[config.mk]
export PLATFORM = sky130hd
export DESIGN_NAME = cfgwin_bank
export DESIGN_NICKNAME = d
export VERILOG_FILES = /design/src/rtl/cfgwin_pkg.sv /design/src/rtl/cfgwin_window_ctr.sv /design/src/rtl/cfgwin_mode_latch.sv /design/src/rtl/cfgwin_reg.sv /design/src/rtl/cfgwin_bank.sv
export SDC_FILE = /design/constraint.sdc
export NUM_CORES = 1
export LEC_CHECK = 0
export BUFFER_PORTS_ARGS = -buffer_cell sky130_fd_sc_hd__buf_2
export CAP_MARGIN = 0
export CORE_MARGIN = 5
export CORE_UTILIZATION = 43
export CTS_BUF_LIST = sky130_fd_sc_hd__clkbuf_2
export CTS_CLUSTER_SIZE = 14
export DETAILED_ROUTE_END_ITERATION = 12
export PLACE_DENSITY = 0.76
export REMOVE_ABC_BUFFERS = 1
export SLEW_MARGIN = 20
export SYNTH_ARGS = -nofsm -noshare
export SYNTH_HDL_FRONTEND = slang
export SYNTH_SLANG_ARGS = --single-unit
[constraint.sdc]
create_clock -name clk -period 2 [get_ports clk]
set_input_delay 0.2 -clock clk [delete_from_list [all_inputs] [get_ports clk]]
set_output_delay 0.2 -clock clk [all_outputs]
set_load 0.02 [all_outputs]
[src/rtl/cfgwin_pkg.sv]
package cfgwin_pkg;

    localparam int DATA_W = 8;
    localparam int NREG   = 6;

    typedef logic [DATA_W-1:0] byte_t;

    typedef struct packed {
        logic boot;
        logic special;
        logic expanded;
    } mode_t;

    // register indices (bus addresses)
    localparam int IDX_TMASK = 0;
    localparam int IDX_PROT  = 1;
    localparam int IDX_OPT2  = 2;
    localparam int IDX_OPT   = 3;
    localparam int IDX_PRIO  = 4;
    localparam int IDX_MAP   = 5;

    function automatic byte_t reset_val(input int idx);
        case (idx)
            IDX_PROT: return 8'hFF;
            IDX_OPT:  return 8'h10;
            IDX_MAP:  return 8'h01;
            default:  return 8'h00;
        endcase
    endfunction

    // bits that only accept writes inside the window (or in special mode)
    function automatic byte_t win_mask(input int idx);
        case (idx)
            IDX_TMASK: return 8'h03;
            IDX_OPT:   return 8'h37;
            default:   return 8'h00;
        endcase
    endfunction

    // bits that accept a single write after reset
    function automatic byte_t once_mask(input int idx);
        case (idx)
            IDX_OPT2: return 8'h20;
            IDX_PRIO: return 8'h10;
            default:  return 8'h00;
        endcase
    endfunction

    // bits that may be set at any time but cleared only when open
    function automatic byte_t setonly_mask(input int idx);
        return (idx == IDX_PROT) ? 8'hFF : 8'h00;
    endfunction

    // whole register single-write, window-only in normal modes
    function automatic bit whole_once(input int idx);
        return idx == IDX_MAP;
    endfunction

    function automatic mode_t decode_mode(input logic pin_b, input logic pin_a);
        mode_t m;
        m.boot     = !pin_b && !pin_a;
        m.special  = !pin_b;
        m.expanded = pin_a;
        return m;
    endfunction

endpackage

[src/rtl/cfgwin_window_ctr.sv]
module cfgwin_window_ctr #(
    parameter int WINDOW = 64
) (
    input  logic clk,
    input  logic rst,
    output logic in_window
);
    localparam int CNT_W = $clog2(WINDOW + 1);
    localparam logic [CNT_W-1:0] LIMIT = CNT_W'(WINDOW);

    logic [CNT_W-1:0] cnt;

    always_ff @(posedge clk) begin
        if (rst)
            cnt <= '0;
        else if (cnt != LIMIT)
            cnt <= cnt + 1'b1;
    end

    assign in_window = (cnt < LIMIT);

    // once saturated, the count stays put until reset
    a_r2_saturate: assert property (@(posedge clk) disable iff (rst)
        (cnt == LIMIT) |=> (cnt == LIMIT));

    // the window, once closed, never reopens
    a_r2_no_reopen: assert property (@(posedge clk) disable iff (rst)
        !in_window |=> !in_window);

endmodule

[src/rtl/cfgwin_mode_latch.sv]
module cfgwin_mode_latch
    import cfgwin_pkg::*;
(
    input  logic  clk,
    input  logic  rst,
    input  logic  pin_a,
    input  logic  pin_b,
    output mode_t mode
);
    always_ff @(posedge clk) begin
        if (rst)
            mode <= decode_mode(pin_b, pin_a);
    end

    // pins have no influence once reset is released
    a_r10_mode_hold: assert property (@(posedge clk) disable iff (rst)
        1'b1 |=> $stable(mode));

    // boot mode is always a special mode
    a_r10_boot_special: assert property (@(posedge clk) disable iff (rst)
        mode.boot |-> mode.special);

endmodule

[src/rtl/cfgwin_reg.sv]
module cfgwin_reg
    import cfgwin_pkg::*;
#(
    parameter byte_t RST_VAL  = 8'h00,
    parameter byte_t WIN_M    = 8'h00,
    parameter byte_t ONCE_M   = 8'h00,
    parameter byte_t SETONLY_M = 8'h00,
    parameter bit    WHOLE_ONCE = 1'b0
) (
    input  logic  clk,
    input  logic  rst,
    input  logic  wr_en,
    input  byte_t wdata,
    input  logic  in_window,
    input  logic  special,
    output byte_t q
);
    logic open_w;
    logic wr_ok;

    assign open_w = in_window || special;

    generate
        if (WHOLE_ONCE) begin : g_whole
            logic used;
            always_ff @(posedge clk) begin
                if (rst)
                    used <= 1'b0;
                else if (wr_en && !special && in_window)
                    used <= 1'b1;
            end
            assign wr_ok = wr_en && (special || (in_window && !used));

            // a used or out-of-window register ignores writes in normal mode
            a_r9_map_hold: assert property (@(posedge clk) disable iff (rst)
                (wr_en && !special && (used || !in_window)) |=> $stable(q));
        end else begin : g_plain
            assign wr_ok = wr_en;
        end
    endgenerate

    generate
        for (genvar i = 0; i < DATA_W; i++) begin : g_bit
            logic bq;
            assign q[i] = bq;

            if (ONCE_M[i]) begin : g_once
                logic taken;
                always_ff @(posedge clk) begin
                    if (rst) begin
                        bq    <= RST_VAL[i];
                        taken <= 1'b0;
                    end else if (wr_ok && !taken) begin
                        bq    <= wdata[i];
                        taken <= 1'b1;
                    end
                end
                // a taken single-write bit never changes again
                a_r7_once_hold: assert property (@(posedge clk) disable iff (rst)
                    taken |=> $stable(bq));
            end else if (SETONLY_M[i]) begin : g_setonly
                always_ff @(posedge clk) begin
                    if (rst)
                        bq <= RST_VAL[i];
                    else if (wr_ok) begin
                        if (wdata[i])
                            bq <= 1'b1;
                        else if (open_w)
                            bq <= 1'b0;
                    end
                end
                // no clearing outside the window in normal mode
                a_r6_no_clear: assert property (@(posedge clk) disable iff (rst)
                    (wr_ok && !open_w && bq) |=> bq);
            end else if (WIN_M[i]) begin : g_win
                always_ff @(posedge clk) begin
                    if (rst)
                        bq <= RST_VAL[i];
                    else if (wr_ok && open_w)
                        bq <= wdata[i];
                end
                // window-limited bit is frozen when closed in normal mode
                a_r2_win_hold: assert property (@(posedge clk) disable iff (rst)
                    (!in_window && !special) |=> $stable(bq));
            end else begin : g_free
                always_ff @(posedge clk) begin
                    if (rst)
                        bq <= RST_VAL[i];
                    else if (wr_ok)
                        bq <= wdata[i];
                end
            end
        end
    endgenerate

endmodule

[src/rtl/cfgwin_bank.sv]
module cfgwin_bank
    import cfgwin_pkg::*;
#(
    parameter int WINDOW = 64,
    parameter int ADDR_W = 3
) (
    input  logic              clk,
    input  logic              rst,
    input  logic              mode_pin_a,
    input  logic              mode_pin_b,
    input  logic [ADDR_W-1:0] bus_addr,
    input  logic [7:0]        bus_wdata,
    input  logic              bus_we,
    output logic [7:0]        bus_rdata,
    output logic [7:0]        tmask_q,
    output logic [7:0]        prot_q,
    output logic [7:0]        opt2_q,
    output logic [7:0]        opt_q,
    output logic [7:0]        prio_q,
    output logic [7:0]        map_q,
    output logic              boot_rom_en,
    output logic              special_mode,
    output logic              expanded_bus
);
    logic  in_window;
    mode_t mode;
    byte_t regs [NREG];

    cfgwin_window_ctr #(.WINDOW(WINDOW)) u_ctr (
        .clk       (clk),
        .rst       (rst),
        .in_window (in_window)
    );

    cfgwin_mode_latch u_mode (
        .clk   (clk),
        .rst   (rst),
        .pin_a (mode_pin_a),
        .pin_b (mode_pin_b),
        .mode  (mode)
    );

    generate
        for (genvar r = 0; r < NREG; r++) begin : g_reg
            logic sel;
            assign sel = bus_we && (bus_addr == ADDR_W'(r));
            cfgwin_reg #(
                .RST_VAL   (reset_val(r)),
                .WIN_M     (win_mask(r)),
                .ONCE_M    (once_mask(r)),
                .SETONLY_M (setonly_mask(r)),
                .WHOLE_ONCE(whole_once(r))
            ) u_reg (
                .clk       (clk),
                .rst       (rst),
                .wr_en     (sel),
                .wdata     (bus_wdata),
                .in_window (in_window),
                .special   (mode.special),
                .q         (regs[r])
            );
        end
    endgenerate

    always_comb begin
        bus_rdata = '0;
        for (int r = 0; r < NREG; r++)
            if (bus_addr == ADDR_W'(r))
                bus_rdata = regs[r];
    end

    assign tmask_q      = regs[IDX_TMASK];
    assign prot_q       = regs[IDX_PROT];
    assign opt2_q       = regs[IDX_OPT2];
    assign opt_q        = regs[IDX_OPT];
    assign prio_q       = regs[IDX_PRIO];
    assign map_q        = regs[IDX_MAP];
    assign boot_rom_en  = mode.boot;
    assign special_mode = mode.special;
    assign expanded_bus = mode.expanded;

    // addresses beyond the bank always read zero
    a_r11_unused_zero: assert property (@(posedge clk) disable iff (rst)
        (bus_addr >= ADDR_W'(NREG)) |-> (bus_rdata == 8'h00));

endmodule

==> flow_summary_export.csv <==
group,metric,value,unit
timing,relSlewSlack,43.7,%
finish,nNetsFinal,380,
timing,setup_viol,0,
placement,pre_cts_ws,152,ps
floorplanning,start_util,44.0,%
placement,gp_congestion,0.808,
detailed_routing,routed_via_density,4.98,
logic_synthesis,avgSynthCellArea,9.96,sq um
floorplanning,io_pins,75,
critical_path,r2r-end,"u_ctr.cnt[0]",
timing,tightest_slew,841,ps
logic_synthesis,ys_ff_latch,61,
timing,whs,69.7,ps
grt,grt_pass1_wl,11600,microns
min_path,min_to,"g_reg[4].u_reg.g_bit[6].bq",
grt,grtUsageMet2,25.0,%
critical_path,worstPathRequired,2430,ps
finish,diodes,0,
grt,grt_most_used_layer,"met2",
min_path,hold_path_class,"primary input to flop",
timing,tns,0,ps
critical_path,crit_path_top_delay_cell,"or4b_4",
grt,overflow,0,
clock_tree,post_cts_buffers,0,
min_path,worstHoldPathCells,2,
placement,io_buffers,74,
clock_tree,root_buffer,"clkbuf_2",
critical_path,cp_cell_sequence,"inv_1 -> ha_1 -> or4b_4 -> nor3b_4 -> mux2_4",
floorplanning,dieHeight,96.0,microns
detailed_routing,remaining_drc_errors,0,
clock_tree,cts_max_path_buffers,2,
detailed_routing,firstDrtPassIters,4,
detailed_routing,ant_nets,0,
timing,finalCritPeriodShare,93.0,%
timing,post-route-min-period,1860,ps
timing,skew,14.2,ps
logic_synthesis,synth_edf_count,3,
critical_path,r2r-start,"u_ctr.cnt[0]",
critical_path,crit_path_end_kind,"flop",
critical_path,reg2reg_depth,5,
detailed_routing,wl_per_cell,15.5,microns
min_path,min_from,"rst",
grt,grt_max_degree,38,
power_and_ir_drop,p_per_area,754,nW/um^2
critical_path,cp.buffers_inverters,1,
finish,drive_above_1_share,31.3,%
finish,final_common_cell,"buf_2",
logic_synthesis,syn_area,3180,sq um
status,status,"complete, no violations",
power_and_ir_drop,leakagePower,1.66,nW
clock_tree,cts_tree,"done",
finish,final_cell_mix,"buf_2 (73), mux2i_1 (65), dfxtp_1 (58), nor2_1 (40), nand2b_1 (28)",
grt,grt_usage,16.9,%
critical_path,setup.worst_path.start_class,"flop",
logic_synthesis,yosys_warnings,0,
grt,met3_usage,5.79,%
grt,antenna_found_initial,0,
logic_synthesis,synth-seq-area-share,39.4,%
logic_synthesis,ys_types,33,
timing,rsz0062_at_grt,"false",
finish,final_util,50.7,%
timing,hold_violations,0,
timing,fmax,538,MHz
clock_tree,clock_latency,510,ps
timing,setup_ws,140,ps
grt,met1_usage,22.1,%
floorplanning,die-area,9210,sq um
power_and_ir_drop,vdd_drop_max,338,uV
detailed_routing,vias,2323,
detailed_routing,finalWirelength,7230,microns
clock_tree,numClockSinks,61,
logic_synthesis,synthCells,319,
floorplanning,die_w,96.0,microns
placement,post-dp-hpwl,5240,microns
critical_path,crit_path_max_incr_delay,480,ps
timing,drv_slew,0,
critical_path,worst-setup-path-type,"flop to flop",
critical_path,r2r_setup_slack,140,ps
critical_path,critical-path-top-delay-family,"simple AND/OR/NAND/NOR gates",
critical_path,arrival,2290,ps
floorplanning,coreArea,7210,sq um
clock_tree,clkTransAtPathRegs,180,ps
flow_run,drv_cap,0,
finish,area_growth,15.2,%
logic_synthesis,synth_ff_type,"dfxtp_1",
detailed_routing,first_iter_violations,108,
floorplanning,row_count,31,
logic_synthesis,ys_async_sr_fraction,0,%
clock_tree,htreeDepth,3,
critical_path,path_max_fanout,6,
finish,fillCellCount,699,
clock_tree,numCtsBuffers,9,
grt,grt_pass1_vias,2295,
per-layer routing:
metal	wire [microns]	part of all wire, %	up-vias
li1	-	-	1146
met1	3320	46	1088
met2	3220	45	77
met3	534	7.4	12
met4	156	2.2	0
met5	0	0	-
synth_stat cells (2+ instances only):
master	n	area (sq um)
o21a_1	9	67.6
edfxtp_1	3	90.1
nor4bb_1	3	30.0
a221o_1	8	80.1
buf_4	50	375
a21oi_1	2	10.0
xor2_1	2	17.5
nand2_1	2	7.51
dfxtp_1	58	1160
a221oi_1	8	70.1
nand3_1	3	15.0
clkbuf_1	9	33.8
nor2_1	40	150
buf_2	6	30.0
mux2i_1	65	651
ha_1	2	25.0
nand2b_1	28	175
inv_1	3	11.3
nor3_1	3	15.0
nor2b_1	2	12.5
power breakdown:
part | internal [W] | switching (W) | total (W)
logic | 0.000152 | 0.000196 | 0.000347
clock network | 0.000660 | 0.000462 | 0.00112
registers | 0.00126 | 0.0000309 | 0.00129
total | 0.00207 | 0.000689 | 0.00276
how the worst max path moves through the flow:
| stage | endpoint | cells past startpoint | slack (ps) | startpoint |
|---|---|---|---|---|
| after detailed placement | u_ctr.cnt[0] | 5 | 150 | u_ctr.cnt[0] |
| after global placement | u_ctr.cnt[0] | 5 | 250 | u_ctr.cnt[0] |
| after floorplan | g_reg[2].u_reg.g_bit[5].bq | 3 | 90 | bus_we |
| after global routing | bus_rdata[5] | 4 | 10 | g_reg[5].u_reg.g_bit[5].bq |
| final | u_ctr.cnt[0] | 5 | 140 | u_ctr.cnt[0] |
| after CTS | u_ctr.cnt[0] | 5 | 130 | u_ctr.cnt[0] |
final cells by class:
class                      instances  area [sq um]  share of cell area, %
multi-input combinational        188          1490                   40.8
sequential                        61          1250                   34.2
timing repair buffer              99           598                   16.3
clock inverter                     7           138                   3.76
tap                               99           124                   3.38
clock buffer                       9          45.0                   1.23
inverter                           3          11.3                  0.308
per-stage QoR:
step	std cells	instance area [sq um]	power, W
3_3_place_gp	440	3370	0.00164
5_1_grt	466	3660	0.00290
2_1_floorplan	252	2720	0.00149
3_5_place_dp	440	3370	0.00165
6_report	466	3660	0.00276
4_1_cts	466	3650	0.00278
worst reg2reg max path: cells and delay by family, from the launching register on:
kind,cells,cell delay [ps]
AND/OR/NAND/NOR,2,790
flip-flops,1,400
multiplexers,1,330
adder cells (fa/ha/maj),1,160
buffers and inverters,1,100
registers in the layout, summed over array words and instances (netlist names):
name and count:
g.u_reg.g_bit.g_once.taken 2, u_mode.mode 3, u_ctr.cnt 7, g.u_reg.g_whole.used 1
g.u_reg.g_bit.bq 48
repair_timing:
| item | 4_1_cts | 5_1_grt |
|---|---|---|
| hold buffers | 10 | 0 |
| setup endpoints to repair | 0 | 1 |
| endpoints found under the hold margin | 32 | 0 |
| resized for setup | 0 | 2 |
logic make-up (layout without fill, tap and decap cells):
| kind of cell | after synthesis | after routing | synth area share, % |
|---|---|---|---|
| XOR/XNOR | 3 | 3 | 0.827 |
| AO/OA/AOI/OAI | 28 | 28 | 7.48 |
| adder cells (fa/ha/maj) | 2 | 2 | 0.788 |
| AND/OR/NAND/NOR | 88 | 88 | 15.6 |
| flip-flops | 61 | 61 | 39.4 |
| buffers and inverters | 70 | 118 | 14.7 |
| multiplexers | 67 | 67 | 21.3 |
Power figures use the tool's default switching activity.
